**src/rtl/irq_agg_pkg.sv**
```systemverilog
package irq_agg_pkg;

    localparam int unsigned LAT_REGS = 8;
    localparam int unsigned REG_W    = 8;
    localparam int unsigned GROUPS   = 4;
    localparam int unsigned ADDR_W   = 5;

    localparam logic [ADDR_W-1:0] A_ENA_BASE = 5'h08;
    localparam logic [ADDR_W-1:0] A_GSTAT    = 5'h10;
    localparam logic [ADDR_W-1:0] A_GENA     = 5'h11;
    localparam logic [ADDR_W-1:0] A_CTRL     = 5'h12;

    typedef enum logic [0:0] {
        PIN_IDLE   = 1'b0,
        PIN_ASSERT = 1'b1
    } pin_state_e;

    // Which group a latched register feeds: 0-1 -> 0, 2-5 -> 1, then one each.
    function automatic int group_of(input int r);
        if (r < 2)      return 0;
        else if (r < 6) return 1;
        else            return r - 4;
    endfunction

endpackage

```
**src/rtl/irq_latch_bank.sv**
```systemverilog
module irq_latch_bank
    import irq_agg_pkg::*;
#(
    parameter int unsigned NREG = LAT_REGS,
    parameter int unsigned W    = REG_W
) (
    input  logic                clk_i,
    input  logic                rst_ni,
    input  logic [NREG*W-1:0]   evt_i,
    input  logic                wr_i,
    input  logic                rd_i,
    input  logic [ADDR_W-1:0]   addr_i,
    input  logic [W-1:0]        wdata_i,
    output logic [NREG*W-1:0]   lat_o,
    output logic [NREG*W-1:0]   ena_o
);

    for (genvar r = 0; r < NREG; r++) begin : g_reg
        localparam logic [ADDR_W-1:0] LAT_ADDR = ADDR_W'(r);
        localparam logic [ADDR_W-1:0] ENA_ADDR = A_ENA_BASE + ADDR_W'(r);

        logic [W-1:0] clr_mask;
        logic [W-1:0] lat_q;
        logic [W-1:0] ena_q;

        always_comb begin
            clr_mask = '0;
            if (addr_i == LAT_ADDR) begin
                if (wr_i)      clr_mask = wdata_i;
                else if (rd_i) clr_mask = '1;
            end
        end

        // set wins: OR in the event after the clear
        always_ff @(posedge clk_i or negedge rst_ni) begin
            if (!rst_ni) lat_q <= '0;
            else         lat_q <= (lat_q & ~clr_mask) | evt_i[r*W +: W];
        end

        always_ff @(posedge clk_i or negedge rst_ni) begin
            if (!rst_ni)                           ena_q <= '0;
            else if (wr_i && addr_i == ENA_ADDR)   ena_q <= wdata_i;
        end

        assign lat_o[r*W +: W] = lat_q;
        assign ena_o[r*W +: W] = ena_q;
    end

endmodule

```
**src/rtl/irq_group_merge.sv**
```systemverilog
module irq_group_merge
    import irq_agg_pkg::*;
#(
    parameter int unsigned NREG = LAT_REGS,
    parameter int unsigned W    = REG_W,
    parameter int unsigned NGRP = GROUPS
) (
    input  logic [NREG*W-1:0] lat_i,
    input  logic [NREG*W-1:0] ena_i,
    output logic [NGRP-1:0]   grp_o
);

    logic [NREG-1:0] reg_hit;

    always_comb begin
        for (int r = 0; r < NREG; r++) begin
            reg_hit[r] = |(lat_i[r*W +: W] & ena_i[r*W +: W]);
        end
    end

    always_comb begin
        grp_o = '0;
        for (int g = 0; g < int'(NGRP); g++) begin
            for (int r = 0; r < int'(NREG); r++) begin
                if (group_of(r) == g) grp_o[g] = grp_o[g] | reg_hit[r];
            end
        end
    end

endmodule

```
**src/rtl/irq_pin_fsm.sv**
```systemverilog
module irq_pin_fsm
    import irq_agg_pkg::*;
(
    input  logic clk_i,
    input  logic rst_ni,
    input  logic req_i,
    input  logic drive_idle_i,
    output logic irq_n_o,
    output logic irq_oe_o
);

    pin_state_e state_q;
    pin_state_e state_d;

    always_ff @(posedge clk_i or negedge rst_ni) begin
        if (!rst_ni) state_q <= PIN_IDLE;
        else         state_q <= state_d;
    end

    always_comb begin
        state_d = state_q;
        unique case (state_q)
            PIN_IDLE:   if (req_i)  state_d = PIN_ASSERT;
            PIN_ASSERT: if (!req_i) state_d = PIN_IDLE;
            default:                state_d = PIN_IDLE;
        endcase
    end

    always_comb begin
        irq_n_o  = 1'b1;
        irq_oe_o = drive_idle_i;
        unique case (state_q)
            PIN_IDLE: begin
                irq_n_o  = 1'b1;
                irq_oe_o = drive_idle_i;
            end
            PIN_ASSERT: begin
                irq_n_o  = 1'b0;
                irq_oe_o = 1'b1;
            end
            default: ;
        endcase
    end

endmodule

```
**src/rtl/irq_agg.sv**
```systemverilog
module irq_agg
    import irq_agg_pkg::*;
#(
    parameter int unsigned NREG = LAT_REGS,
    parameter int unsigned W    = REG_W,
    parameter int unsigned NGRP = GROUPS
) (
    input  logic                clk_i,
    input  logic                rst_ni,
    input  logic [NREG*W-1:0]   evt_i,
    input  logic                bus_wr_i,
    input  logic                bus_rd_i,
    input  logic [ADDR_W-1:0]   bus_addr_i,
    input  logic [W-1:0]        bus_wdata_i,
    output logic [W-1:0]        bus_rdata_o,
    output logic                irq_n_o,
    output logic                irq_oe_o
);

    logic [NREG*W-1:0] lat_q;
    logic [NREG*W-1:0] ena_q;
    logic [NGRP-1:0]   grp_stat;
    logic [NGRP-1:0]   grp_en_q;
    logic              drive_idle_q;
    logic              irq_req;
    logic [W-1:0]      rd_next;

    irq_latch_bank #(.NREG(NREG), .W(W)) u_bank (
        .clk_i   (clk_i),
        .rst_ni  (rst_ni),
        .evt_i   (evt_i),
        .wr_i    (bus_wr_i),
        .rd_i    (bus_rd_i),
        .addr_i  (bus_addr_i),
        .wdata_i (bus_wdata_i),
        .lat_o   (lat_q),
        .ena_o   (ena_q)
    );

    irq_group_merge #(.NREG(NREG), .W(W), .NGRP(NGRP)) u_merge (
        .lat_i (lat_q),
        .ena_i (ena_q),
        .grp_o (grp_stat)
    );

    always_ff @(posedge clk_i or negedge rst_ni) begin
        if (!rst_ni) begin
            grp_en_q     <= '0;
            drive_idle_q <= 1'b0;
        end else if (bus_wr_i) begin
            if (bus_addr_i == A_GENA) grp_en_q     <= bus_wdata_i[NGRP-1:0];
            if (bus_addr_i == A_CTRL) drive_idle_q <= bus_wdata_i[0];
        end
    end

    assign irq_req = |(grp_stat & grp_en_q);

    irq_pin_fsm u_pin (
        .clk_i        (clk_i),
        .rst_ni       (rst_ni),
        .req_i        (irq_req),
        .drive_idle_i (drive_idle_q),
        .irq_n_o      (irq_n_o),
        .irq_oe_o     (irq_oe_o)
    );

    always_comb begin
        rd_next = '0;
        for (int r = 0; r < int'(NREG); r++) begin
            if (bus_addr_i == ADDR_W'(r))              rd_next = lat_q[r*W +: W];
            if (bus_addr_i == A_ENA_BASE + ADDR_W'(r)) rd_next = ena_q[r*W +: W];
        end
        if (bus_addr_i == A_GSTAT) rd_next = W'(grp_stat);
        if (bus_addr_i == A_GENA)  rd_next = W'(grp_en_q);
        if (bus_addr_i == A_CTRL)  rd_next = W'(drive_idle_q);
    end

    always_ff @(posedge clk_i or negedge rst_ni) begin
        if (!rst_ni)       bus_rdata_o <= '0;
        else if (bus_rd_i) bus_rdata_o <= rd_next;
    end

endmodule

```
**config.mk**
```make
export PLATFORM = sky130hd
export DESIGN_NAME = irq_agg
export DESIGN_NICKNAME = d
export VERILOG_FILES = /design/src/rtl/irq_agg_pkg.sv /design/src/rtl/irq_latch_bank.sv /design/src/rtl/irq_group_merge.sv /design/src/rtl/irq_pin_fsm.sv /design/src/rtl/irq_agg.sv
export SDC_FILE = /design/constraint.sdc
export NUM_CORES = 1
export LEC_CHECK = 0
export BUFFER_PORTS_ARGS = -buffer_cell sky130_fd_sc_hd__buf_2
export CORE_UTILIZATION = 53
export CTS_CLUSTER_SIZE = 20
export DETAILED_ROUTE_END_ITERATION = 10
export HOLD_SLACK_MARGIN = 0.08
export PLACE_DENSITY = 0.77
export SLEW_MARGIN = 20
export SYNTH_ARGS = -nofsm -noshare
export SYNTH_HDL_FRONTEND = slang
export SYNTH_SLANG_ARGS = --single-unit
```
**constraint.sdc**
```tcl
create_clock -name clk_i -period 1.8 [get_ports clk_i]
set_clock_uncertainty 0.15 [all_clocks]
set_input_delay 0.45 -clock clk_i [delete_from_list [all_inputs] [get_ports clk_i]]
set_output_delay 0.45 -clock clk_i [all_outputs]
set_load 0.005 [all_outputs]
```
==> impl_metrics.env <==
export IMPL_routedWlPerCell_um=26.9
export IMPL_wl_um=33800
export IMPL_crit_path_end_kind="flop"
export IMPL_ys_ff_latch=142
export IMPL_holdCritStartpoint="evt_i[37]"
export IMPL_fin_nets=1148
export IMPL_grt_overflow=0
export IMPL_antenna_found_initial=0
export IMPL_min_period_ns=2.08
export IMPL_port_buffers=90
export IMPL_yosys_area_share_simple_pct=15.2
export IMPL_antenna_cells=0
export IMPL_final_cell_mix="buf_4, dfrtp_1, nand2_1, buf_2, mux2_2"
export IMPL_rsz0062_at_grt="yes"
export IMPL_arrival_ns=2.23
export IMPL_setup_violations=5
export IMPL_start_util_pct=55.2
export IMPL_grt_pass1_wl_um=47200
export IMPL_drtIter0Drc=1050
export IMPL_place_ws_ns=-0.725
export IMPL_finalCritPeriodShare_pct=115
export IMPL_drv_cap=0
export IMPL_synthXorXnorAreaFrac_pct=0
export IMPL_crit_fanout=2
export IMPL_synthAdderAreaFrac_pct=0
export IMPL_synth_area_leader_cell="dfrtp_1"
export IMPL_syn_area_um2=7390
export IMPL_hpwlAfterDp_um=22300
export IMPL_ys_seq_area_share_pct=48.1
export IMPL_vdd_drop_max_v=0.000873
export IMPL_worst_r2r_setup_slack_ns=-0.28
export IMPL_final_common_cell="buf_4"
export IMPL_required_ns=1.95
export IMPL_reg2reg_depth=5
export IMPL_violations="negative setup slack"
export IMPL_final_max_slew_viol_count=0
export IMPL_worstReg2RegEnd="bus_rdata_o[1]"
export IMPL_gp_congestion=1.00
export IMPL_setup_tns_ns=-0.696
export IMPL_status="finished, violations left"
export IMPL_power_density_nw_per_um2=856
export IMPL_max_slew_margin_pct=70.4
export IMPL_areaGrowthSynthToFinish_pct=55.4
export IMPL_synth_ff_type="dfrtp_1"
export IMPL_h_tree_depth=4
export IMPL_numCtsBuffers=17
export IMPL_grt_max_degree=45
export IMPL_die_height_um=120
export IMPL_hold_path_class="primary input to flop"
export IMPL_ios=91
export IMPL_synth_edf_count=0
export IMPL_max_freq_mhz=481
export IMPL_setup_slack_ns=-0.277
export IMPL_cts_tree="done"
export IMPL_grt_pass1_vias=8116
export IMPL_synth_distinct_cells=70
export IMPL_rows=42
export IMPL_worstSetupStartpointType="flop"
export IMPL_syn_num_nets=777
export IMPL_hold_viol=0
export IMPL_grt_usage_pct=45.6
export IMPL_die_x_um=120
export IMPL_coreArea_um2=13400
export IMPL_reg2reg_from="u_bank.g_reg[5].lat_q[7]"
export IMPL_yosysTopAreaCellShare_pct=48.1
export IMPL_yosysWarnings=0
export IMPL_synth_compound_area_share_pct=20.7
export IMPL_synth_area_top_cells="dfrtp_1, mux2_2, a21o_1, nand2_1, a22oi_1"
export IMPL_ant_nets=0
export IMPL_synth_mux_area_share_pct=12.8
export IMPL_hold_depth=2
export IMPL_path_class="flop to flop"
export IMPL_firstDrtPassIters=7
export IMPL_drive_gt1_share_pct=47.7
export IMPL_fillers=668
export IMPL_viasPerCell=6.44
export IMPL_synthCells=696
export IMPL_die_area_um2=14400
export IMPL_remaining_drc_errors=0
export IMPL_worst_pin_slew_ns=0.443
export IMPL_cts_root_buf="clkbuf_16"
export IMPL_clk_pin_slew_ns=0.06
export IMPL_route_vias_total=8087
export IMPL_clkLatencyLatePin_ns=0.44
export IMPL_clk_path_buf_depth=2
export IMPL_hold_end="u_bank.g_reg[4].lat_q[5]"
export IMPL_leakage_nw=5.00
export IMPL_synth_top_family_by_area="compound AO/OA/AOI/OAI gates"
export IMPL_async_reset_ff_share_pct=100
export IMPL_synth_avg_cell_area_um2=10.6
export IMPL_cts_sinks=142
-- worst max-delay path by stage --
stage	slack (ns)	cells past startpoint	start	endpoint
4_1_cts	-0.16	5	u_bank.g_reg[2].lat_q[6]	bus_rdata_o[1]
3_3_place_gp	-0.76	8	bus_addr_i[3]	bus_rdata_o[6]
6_report	-0.28	5	u_bank.g_reg[5].lat_q[7]	bus_rdata_o[1]
5_1_grt	-0.28	5	u_bank.g_reg[2].ena_q[5]	bus_rdata_o[1]
3_5_place_dp	-0.72	8	bus_addr_i[3]	bus_rdata_o[6]
2_1_floorplan	-0.14	7	bus_addr_i[3]	bus_rdata_o[0]
-- worst max-delay path, stage by stage (launching register included) --
cell	delay, ns
dfrtp_1	0.45
a22oi_2	0.24
nand4_1	0.17
or4_4	0.58
a31oi_1	0.21
o32ai_1	0.13
-- registers in the layout, summed over array words and instances (netlist names) --
name	flops
bus_rdata_o	8
drive_idle_q	1
grp_en_q	4
u_bank.g.lat_q	64
u_bank.g.ena_q	64
u_pin.state_q	1
-- layout make-up --
class	instances	area (um^2)	area share [%]
Clock buffer	18	429	3.74
Tap cell	176	220	1.92
Clock inverter	14	158	1.37
Multi-Input combinational cell	506	3960	34.5
Sequential cell	142	3560	31.0
Timing Repair Buffer	390	3130	27.2
Inverter	10	37.5	0.327
-- power breakdown --
group	leakage [nW]	internal, mW	switching [mW]	total [mW]
Clock	0.272	2.07	1.52	3.58
Combinational	3.17	1.24	1.12	2.35
Sequential	1.56	3.54	0.345	3.89
-- synth_stat cells (10+ instances only) --
master	n
dfrtp_1	142
nand2_1	100
mux2_2	75
a21o_1	62
a22oi_1	29
nor2_1	23
o21ai_0	19
buf_2	17
nand4_1	13
nand2b_1	12
a21oi_1	10
a221oi_1	10
nor3_1	10
-- stage by stage --
step	power, mW	cells	area, um^2	utilization (%)	hold slack, ns
2_1_floorplan	4.67	696	7550	-	0.00441
3_3_place_gp	5.75	1145	9810	73.2	0.214
3_5_place_dp	5.83	1145	9810	73.2	0.221
4_1_cts	9.54	1243	11200	83.3	0.0897
5_1_grt	10.1	1256	11500	85.7	0.114
6_report	9.83	1256	11500	85.7	0.109
-- repair_timing --
item	in CTS	in global routing
hold buffers	62	1
setup buffers	4	12
cloned	0	2
endpoints found under the hold margin	92	1
pin swaps	15	25
resized for setup	31	43
setup endpoints to repair	34	32
-- layer usage --
| metal | GRT usage [%] | share of wire (%) | vias to the layer above | routed length [um] |
|---|---|---|---|---|
| met5 | 0 | 0 | - | 0 |
| met4 | 23.6 | 6.1 | 0 | 2060 |
| met3 | 12.7 | 12 | 163 | 4080 |
| met2 | 68.6 | 45 | 665 | 15100 |
| met1 | 59.8 | 37 | 3908 | 12600 |
| li1 | - | - | 3351 | - |
-- logic make-up after synthesis --
logic type / count (synthesis)
DFF: 142
muxes: 84
buffers and inverters: 48
and+or+nand+nor: 219
AOI/OAI and AO/OA: 203
Power figures use the tool's default switching activity.
